<file path="src/rtl/tos_pkg.sv">
package tos_pkg;

   typedef enum logic [2:0] {
      OP_NOP  = 3'b000,
      OP_PUSH = 3'b001,
      OP_POP  = 3'b010,
      OP_ADD  = 3'b011,
      OP_SUB  = 3'b100,
      OP_AND  = 3'b101,
      OP_OR   = 3'b110,
      OP_XOR  = 3'b111
   } stk_op_e;

   function automatic logic is_binary(stk_op_e op);
      return (op == OP_ADD) || (op == OP_SUB) || (op == OP_AND) ||
             (op == OP_OR)  || (op == OP_XOR);
   endfunction

endpackage

</file>
<file path="src/rtl/tos_stack_ram.sv">
module tos_stack_ram #(
   parameter int WIDTH = 32,
   parameter int SLOTS = 64,
   localparam int AW = (SLOTS > 1) ? $clog2(SLOTS) : 1
) (
   input  logic             clk,
   input  logic             rst,
   input  logic             wr_en,
   input  logic [AW-1:0]    wr_addr,
   input  logic [WIDTH-1:0] wr_data,
   input  logic [AW-1:0]    rd_addr,
   output logic [WIDTH-1:0] rd_data
);

   logic [WIDTH-1:0] cells [SLOTS];

   always_ff @(posedge clk) begin
      if (wr_en) begin
         cells[wr_addr] <= wr_data;
      end
   end

   // registered read; a write to the addressed slot in the same cycle is forwarded
   always_ff @(posedge clk) begin
      if (rst) begin
         rd_data <= '0;
      end else if (wr_en && (wr_addr == rd_addr)) begin
         rd_data <= wr_data;
      end else begin
         rd_data <= cells[rd_addr];
      end
   end

endmodule

</file>
<file path="src/rtl/tos_alu.sv">
module tos_alu
   import tos_pkg::*;
#(
   parameter int WIDTH = 32
) (
   input  stk_op_e          op,
   input  logic [WIDTH-1:0] lhs,
   input  logic [WIDTH-1:0] rhs,
   output logic [WIDTH-1:0] res
);

   always_comb begin
      unique case (op)
         OP_ADD:  res = lhs + rhs;
         OP_SUB:  res = lhs - rhs;
         OP_AND:  res = lhs & rhs;
         OP_OR:   res = lhs | rhs;
         OP_XOR:  res = lhs ^ rhs;
         default: res = rhs;
      endcase
   end

endmodule

</file>
<file path="src/rtl/tos_depth_ctrl.sv">
module tos_depth_ctrl
   import tos_pkg::*;
#(
   parameter int CAP = 66,
   localparam int DW = $clog2(CAP + 1)
) (
   input  stk_op_e       op,
   input  logic [DW-1:0] depth_q,
   output logic          accept,
   output logic          spill,
   output logic          refill,
   output logic          ovf_hit,
   output logic          udf_hit,
   output logic [DW-1:0] depth_d
);

   localparam logic [DW-1:0] FULL = DW'(CAP);
   localparam logic [DW-1:0] ONE  = DW'(1);
   localparam logic [DW-1:0] TWO  = DW'(2);
   localparam logic [DW-1:0] THREE = DW'(3);

   logic is_push, is_pop, is_bin;

   always_comb begin
      is_push = (op == OP_PUSH);
      is_pop  = (op == OP_POP);
      is_bin  = is_binary(op);

      ovf_hit = is_push && (depth_q == FULL);
      udf_hit = (is_pop && (depth_q < ONE)) || (is_bin && (depth_q < TWO));
      accept  = !ovf_hit && !udf_hit && (op != OP_NOP);

      spill   = accept && is_push && (depth_q >= TWO);
      refill  = accept && (is_pop || is_bin) && (depth_q >= THREE);

      depth_d = depth_q;
      if (accept && is_push) begin
         depth_d = depth_q + ONE;
      end else if (accept) begin
         depth_d = depth_q - ONE;
      end
   end

endmodule

</file>
<file path="src/rtl/tos_cache_stack.sv">
module tos_cache_stack
   import tos_pkg::*;
#(
   parameter int DATA_W    = 32,
   parameter int RAM_DEPTH = 64,
   localparam int CAP = RAM_DEPTH + 2,
   localparam int DW  = $clog2(CAP + 1),
   localparam int AW  = (RAM_DEPTH > 1) ? $clog2(RAM_DEPTH) : 1
) (
   input  logic              clk,
   input  logic              rst,
   input  logic [2:0]        cmd,
   input  logic [DATA_W-1:0] lit,
   output logic [DATA_W-1:0] tos,
   output logic [DATA_W-1:0] nos,
   output logic [DW-1:0]     depth,
   output logic              overflow,
   output logic              underflow
);

   generate
      if (DATA_W < 1) begin : g_bad_width
         $error("tos_cache_stack: DATA_W must be at least 1");
      end
      if (RAM_DEPTH < 2) begin : g_bad_depth
         $error("tos_cache_stack: RAM_DEPTH must be at least 2");
      end
   endgenerate

   stk_op_e op;
   assign op = stk_op_e'(cmd);

   logic [DATA_W-1:0] a_q, b_q, alu_res, refill_data;
   logic [DW-1:0]     depth_q, depth_d;
   logic [AW:0]       sp_q, sp_d;   // count of RAM-resident entries
   logic              ovf_q, udf_q;
   logic              accept, spill, refill, ovf_hit, udf_hit;
   logic [AW-1:0]     rd_addr;

   tos_depth_ctrl #(.CAP(CAP)) u_depth (
      .op      (op),
      .depth_q (depth_q),
      .accept  (accept),
      .spill   (spill),
      .refill  (refill),
      .ovf_hit (ovf_hit),
      .udf_hit (udf_hit),
      .depth_d (depth_d)
   );

   tos_alu #(.WIDTH(DATA_W)) u_alu (
      .op  (op),
      .lhs (b_q),
      .rhs (a_q),
      .res (alu_res)
   );

   always_comb begin
      sp_d = sp_q;
      if (spill) begin
         sp_d = sp_q + 1'b1;
      end else if (refill) begin
         sp_d = sp_q - 1'b1;
      end
      // aim the read port at the newest entry as it will be after this edge
      rd_addr = (sp_d == '0) ? '0 : AW'(sp_d - 1'b1);
   end

   tos_stack_ram #(.WIDTH(DATA_W), .SLOTS(RAM_DEPTH)) u_ram (
      .clk     (clk),
      .rst     (rst),
      .wr_en   (spill),
      .wr_addr (sp_q[AW-1:0]),
      .wr_data (b_q),
      .rd_addr (rd_addr),
      .rd_data (refill_data)
   );

   always_ff @(posedge clk) begin
      if (rst) begin
         a_q     <= '0;
         b_q     <= '0;
         depth_q <= '0;
         sp_q    <= '0;
         ovf_q   <= 1'b0;
         udf_q   <= 1'b0;
      end else begin
         depth_q <= depth_d;
         sp_q    <= sp_d;
         if (ovf_hit) ovf_q <= 1'b1;
         if (udf_hit) udf_q <= 1'b1;
         if (accept) begin
            if (op == OP_PUSH) begin
               a_q <= lit;
               b_q <= a_q;
            end else begin
               a_q <= (op == OP_POP) ? b_q : alu_res;
               b_q <= refill ? refill_data : '0;
            end
         end
      end
   end

   assign tos       = a_q;
   assign nos       = b_q;
   assign depth     = depth_q;
   assign overflow  = ovf_q;
   assign underflow = udf_q;

endmodule

</file>
<file path="config.mk">
export PLATFORM = sky130hd
export DESIGN_NAME = tos_cache_stack
export DESIGN_NICKNAME = d
export VERILOG_FILES = /design/src/rtl/tos_pkg.sv /design/src/rtl/tos_stack_ram.sv /design/src/rtl/tos_alu.sv /design/src/rtl/tos_depth_ctrl.sv /design/src/rtl/tos_cache_stack.sv
export SDC_FILE = /design/constraint.sdc
export NUM_CORES = 2
export LEC_CHECK = 0
export BUFFER_PORTS_ARGS = -buffer_cell sky130_fd_sc_hd__buf_2
export CAP_MARGIN = 15
export CELL_PAD_IN_SITES_DETAIL_PLACEMENT = 0
export CELL_PAD_IN_SITES_GLOBAL_PLACEMENT = 1
export CORE_MARGIN = 2
export CORE_UTILIZATION = 32
export DETAILED_ROUTE_END_ITERATION = 10
export GPL_TIMING_DRIVEN = 1
export PLACE_DENSITY_LB_ADDON = 0.1
export SYNTH_ARGS = -nofsm -noshare
export SYNTH_HDL_FRONTEND = slang
export SYNTH_SLANG_ARGS = --single-unit
export TNS_END_PERCENT = 10
</file>
<file path="constraint.sdc">
create_clock -name clk -period 8.65 [get_ports clk]
set_input_delay 1.2975 -clock clk [delete_from_list [all_inputs] [get_ports clk]]
set_output_delay 1.2975 -clock clk [all_outputs]
set_load 0.02 [all_outputs]
</file>
# After elaboration in Yosys (flattened, before gate mapping)
# Memories as Yosys holds them, arrays and structs flattened. A register that Yosys moved wholly into a read port is not among the register bits.
# Index checks and enable logic that the tools add are counted.
[op_classes] addsub=7 magnitude_cmp=4 eq_ne=8 mux=12 n_bitwise=3 n_reduce_logical=22
[op_table] op="32-bit one-hot mux with 5 select lines" n=1
[op_table] op="32-bit 2-to-1 mux" n=4
[op_table] op="32-bit adder" n=1
[op_table] op="32-bit AND" n=1
[op_table] op="32-bit OR" n=1
[op_table] op="32-bit subtractor" n=1
[op_table] op="32-bit XOR" n=1
[op_table] op="7-bit 2-to-1 mux" n=4
[op_table] op="7-bit by 1-bit adder with 7-bit output (second input constant)" n=2
[op_table] op="7-bit by 2-bit >= comparator with 1-bit output (second input constant)" n=2
[op_table] op="7-bit by 1-bit subtractor with 7-bit output (second input constant)" n=2
[op_table] op="3-bit == test (second input constant)" n=4
[op_table] op="1-bit logical AND" n=9
[op_table] op="7-bit == test (second input constant)" n=1
[op_table] op="7-bit logical NOT" n=1
[op_table] op="7-bit by 1-bit less-than comparator with 1-bit output (second input constant)" n=1
[op_table] op="7-bit by 2-bit less-than comparator with 1-bit output (second input constant)" n=1
[op_table] op="7-bit nonzero test" n=1
[op_table] op="3-bit by 2-bit == test with 1-bit output (second input constant)" n=2
[op_table] op="1-bit logical OR" n=6
[op_table] op="6-bit 2-to-1 mux" n=1
[op_table] op="6-bit by 1-bit subtractor with 6-bit output (second input constant)" n=1
[op_table] op="3-bit by 1-bit == test with 1-bit output (second input constant)" n=1
[op_table] op="3-bit nonzero test" n=1
[op_table] op="4 further kinds" n=6
[word_totals] regBits=80 ram_bits=2048 input_bits=37 out_inout_bits=73 elab_cells=63 n_memories=1
[memory_table] name="u_ram.cells" depth=64 word_bits=32 read_ports=1 rd_clocked_by_memory_dff=1 wr=1 line="tos_stack_ram.sv:15" source="logic [WIDTH-1:0] cells [SLOTS];"

# Longest topological paths before layout
[logic_depth] word_depth=16 mapped_depth=26 ltp_nobuf=20

# By module
# From an unflattened synthesis, not the netlist that was laid out.
[hier_totals] cells_unflattened=4669 hier_area_um2=88013.2
[modules_own_cells] module="tos_stack_ram" n_inst=1 cells_each=3374 area_per_inst_um2=78804.3 seq_area_each_um2=62139.6
[modules_own_cells] module="tos_alu" n_inst=1 cells_each=740 area_per_inst_um2=4710.8 seq_area_each_um2=0.0
[modules_own_cells] module="tos_cache_stack" n_inst=1 cells_each=495 area_per_inst_um2=4031.4 seq_area_each_um2=1601.5
[modules_own_cells] module="tos_depth_ctrl" n_inst=1 cells_each=60 area_per_inst_um2=466.7 seq_area_each_um2=0.0

# Least setup slack after synthesis
# Ideal clock, no wire load.
[synth_timing] path_type="input to register" start="input port cmd[0]" end="register u_ram.rd_data[24] (read register of u_ram.cells)" setup_ps=122 arrival_ps=6757 required_time_ps=8528 slack_ps=1771 cell_stages=24 path_buffers=7 cell_sequence="inv_1 > ha_1 > buf_2 > nor2_1 > a22oi_1 > nor2_1 > a211oi_1 > xnor2_1 > inv_2 > buf_2 > clkbuf_1 > buf_1 > clkbuf_1 > ha_1 > clkbuf_1 > xor3_2 > o21ai_1 > o31ai_4 > buf_2 > a21oi_1 > a311oi_1 > a2111oi_0 > nor4_1 > o32a_1"
[synth_between] elab_chain_cells=16 word_cells_on_any_way=30 cone_classes="add/sub (1); eq/ne (7); mux (3); reduce/logical (19)"
[synth_lines] item="from (decl)" line="tos_cache_stack.sv:12" source="input logic [2:0] cmd,"
[synth_lines] item="3-bit by 2-bit == test with 1-bit output / 3-bit == test (equally long branches)" line="tos_pkg.sv:15" source="return (op == OP_ADD) || (op == OP_SUB) || (op == OP_AND) ||"
[synth_lines] item="1-bit logical OR (3 in series)" line="tos_pkg.sv:15"
[synth_lines] item="1-bit logical OR" line="tos_pkg.sv:16" source="(op == OP_OR) || (op == OP_XOR);"
[synth_lines] item="1-bit logical AND" line="tos_depth_ctrl.sv:30" source="udf_hit = (is_pop && (depth_q < ONE)) || (is_bin && (depth_q < TWO));"
[synth_lines] item="1-bit logical OR" line="tos_depth_ctrl.sv:30"
[synth_lines] item="1-bit logical NOT" line="tos_depth_ctrl.sv:31" source="accept = !ovf_hit && !udf_hit && (op != OP_NOP);"
[synth_lines] item="1-bit logical AND (2 in series)" line="tos_depth_ctrl.sv:31"
[synth_lines] item="1-bit logical AND (2 in series)" line="tos_depth_ctrl.sv:34" source="refill = accept && (is_pop || is_bin) && (depth_q >= THREE);"
[synth_lines] item="7-bit 2-to-1 mux" line="tos_cache_stack.sv:62" source="end else if (refill) begin"
[synth_lines] item="7-bit 2-to-1 mux *" line="tos_cache_stack.sv:60" source="if (spill) begin"
[synth_lines] item="6-bit by 1-bit subtractor with 6-bit output / 7-bit logical NOT (equally long branches)" line="tos_cache_stack.sv:66" source="rd_addr = (sp_d == '0) ? '0 : AW'(sp_d - 1'b1);"
[synth_lines] item="6-bit 2-to-1 mux *" line="tos_cache_stack.sv:66"
[synth_lines] item="to (decl)" line="tos_stack_ram.sv:12" source="output logic [WIDTH-1:0] rd_data"
# Mark *: on every way between the ends. The rest lies on a longest branch, timed or not.
# A chain may end at the register's enable or synchronous reset.

# Final worst setup path
[layout_timing] start="input port cmd[1]" end="register u_ram.rd_data[10] (read register of u_ram.cells)"
# The elaborated chain is that of the path after synthesis.

==> reports/metrics.yaml <==
reg2regPathDepth: 19
die-area_um2: 282000
worst_slack_ns: 1.38
max_cap_violations: 0
startpoint_type: "primary input"
fmax_ghz: 0.138
fillCellCount: 26300
first_pass_iters: 7
crit_arrival_ns: 7.98
cts.root.buffer_cell: "clkbuf_16"
die_x_um: 531
clock_sinks: 2160
synth.ff_latch_count: 2160
cpPeakStageDelay_ns: 0.95
crit_required_ns: 9.36
yosys-mux-area-fraction_pct: 2.76
synth_edf_count: 2048
tritoncts: "yes"
synth_xor_area_share_pct: 0.749
clk-insertion-delay-late_ns: 0.95
final_common_cell: "edfxtp_1"
stdcell_count: 10500
cts_max_level: 4
multi_input_area_um2: 23500
place_ws_ns: 0.646
whs_endpoint: "overflow$_SDFFE_PP0P_"
worst_path_max_delay_cell: "a311oi_4"
die_y_um: 531
cts_setup_buffers: 0
rr_endpoint: "u_ram.rd_data[10]$_SDFF_PP0_"
post_cts_resized: 0
drc: 0
layout_common_cells: "edfxtp_1 (2048), nand2_1 (741), nor2_1 (405)"
syn_nets: 6418
dp.cells: 9988
synthArstFlopShare_pct: 0
ctsHoldBuffers: 0
track_usage_pct: 25.5
grt_antenna_before_repair: 39
netlist-cell-type-count: 105
gp_routability_congestion: 0.874
synth_compound_area_share_pct: 11.5
cts.path.max_buffers: 4
reg2reg_from: "depth[0]$_SDFFE_PP0P_"
synthAdderAreaFrac_pct: 1.53
clk_pin_slew_ns: 0.06
crit_path_end_kind: "flip-flop"
period_needed_ns: 7.27
grt_pass1_wl_um: 499000
hold_ws_ns: 0.523
drive_gt1_share_pct: 15.2
grt_max_degree: 115
rsz0062_at_grt: "false"
portBuffers: 109
route.vias.total: 59500
synth_warnings: 0
reg2reg_slack_ns: 1.69
whs_path_depth: 2
synth.cell_area_um2: 88900
slew_viol_final: 0
period_share_pct: 84.0
path_class: "primary input to flip-flop"
cts_buffers: 241
globalRouteOverflowTotal: 0
place.detailed.hpwl_um: 231000
synthToLayoutAreaGrowth_pct: 16.5
via_per_inst: 5.69
worstMarginPinSlew_ns: 1.35
fin_nets: 6672
syn_area_per_cell_um2: 14.2
synthCells: 6273
drt_first_iter_violations: 6764
rows: 193
outcome: "finished, final reports clean"
clock_skew_ns: 0.0858
seq_area_um2: 63900
path_cells: "buf_2, inv_1, ha_1, nor3_1, o31ai_1, a32o_1, a211oi_1, nor2_1, nor2_1, a21oi_1, o21ai_0, ha_1, buf_4, xor3_4, buf_12, a311oi_4, buf_4, and3_1, nor4_1, o211ai_1, buf_8, a311oi_1"
yosys_most_used_dff: "edfxtp_1"
synthSimpleGateAreaFrac_pct: 9.17
post-route-util_pct: 37.5
finalSetupViolCount: 0
hold_path.class: "flip-flop to flip-flop"
start_util_pct: 32.2
min_from: "overflow$_SDFFE_PP0P_"
wire_per_inst_um: 35.1
boundaryPins: 110
crit_fanout: 56
slew-limit-headroom_pct: 9.79
postRouteAntennaNets: 0
grt_pass1_vias: 56900
finalHoldViolations: 0
finalWirelength_um: 367000
yosysSeqAreaShare_pct: 71.7
core_um2: 276000
synth_top_family_by_area: "compound AO/OA/AOI/OAI gates"
-- cell type report --
cell class	instances	area share, %
Timing Repair Buffer	452	3.28
Tap cell	3705	4.48
Clock buffer	325	6.34
Multi-Input combinational cell	3565	22.7
Inverter	107	0.395
Antenna cell	21	0.0508
Sequential cell	2160	61.7
Clock inverter	120	1.03
-- flip-flops by register name, indices dropped and copies added, names as in the netlist --
name / count
u_ram.rd_data: 32
underflow: 1
depth: 7
tos: 32
sp_q: 7
overflow: 1
nos: 32
u_ram.cells: 2048
-- synthesized netlist by cell type (all sizes together), types with 28 or more instances --
cell / instances / share of area [%]
mux2i: 77 / 0.87
nor3: 157 / 0.90
a211oi: 99 / 0.86
o21ai: 213 / 1.2
clkbuf: 253 / 1.1
buf: 188 / 1.1
o31ai: 29 / 0.30
a31oi: 66 / 0.52
a311oi: 62 / 0.63
o221ai: 84 / 0.85
a221o: 37 / 0.42
o22a: 32 / 0.32
o211ai: 109 / 0.94
a21oi: 199 / 1.1
inv: 106 / 0.45
ha: 107 / 1.5
nand3: 190 / 1.1
xnor2: 49 / 0.50
dfxtp: 112 / 2.5
mux4: 74 / 1.9
edfxtp: 2048 / 69
nor4: 63 / 0.44
o311ai: 37 / 0.40
nand2: 741 / 3.1
and3: 68 / 0.48
or3: 28 / 0.20
o22ai: 134 / 0.94
a221oi: 88 / 0.87
nor2: 473 / 2.0
-- routing by layer --
layer	GRT usage (%)	wire, um	vias up
met3	3.84	24300	451
met5	0	20	-
met2	39.5	166000	2361
met1	37.1	166000	31500
li1	-	-	25200
met4	7.13	10500	4
-- worst max-delay path, delay by kind of cell --
family	cells	cell delay [ns]
AOI/OAI and AO/OA	8	3.39
buffers and inverters	6	1.35
and+or+nand+nor	5	0.72
adders and majority gates	2	0.64
xor gates and xnor gates	1	0.52
-- kinds of logic (layout without fill, tap and decap cells) --
kind of cell,after synthesis,in the layout
xor+xnor,70,70
other cells,0,21
flops,2160,2160
buf+inv,548,1004
compound gates,1396,1396
mux,152,152
fa+ha+maj,108,108
simple gates,1839,1839
-- through the flow --
stage	area, um2	setup TNS (ns)
5_1_grt	103000	0
3_5_place_dp	95800	0
4_1_cts	103000	0
6_report	104000	0
3_3_place_gp	95700	-0.283
2_1_floorplan	88900	0
-- how the worst max path moves through the flow --
stage           start                      endpoint  slack (ns)  cells past startpoint
6_report       cmd[1]  u_ram.rd_data[10]$_SDFF_PP0_        1.38                     22
3_3_place_gp   cmd[1]  u_ram.rd_data[10]$_SDFF_PP0_       -0.15                     21
3_5_place_dp   cmd[1]  u_ram.rd_data[10]$_SDFF_PP0_        0.65                     22
5_1_grt        cmd[1]  u_ram.rd_data[10]$_SDFF_PP0_        1.28                     22
4_1_cts        cmd[1]  u_ram.rd_data[10]$_SDFF_PP0_        1.59                     22
2_1_floorplan  cmd[0]  u_ram.rd_data[24]$_SDFF_PP0_        1.77                     24
Power is left out: the tool's default activity adds up to more than one toggle a clock period on the data nets, which glitch-free logic cannot reach.
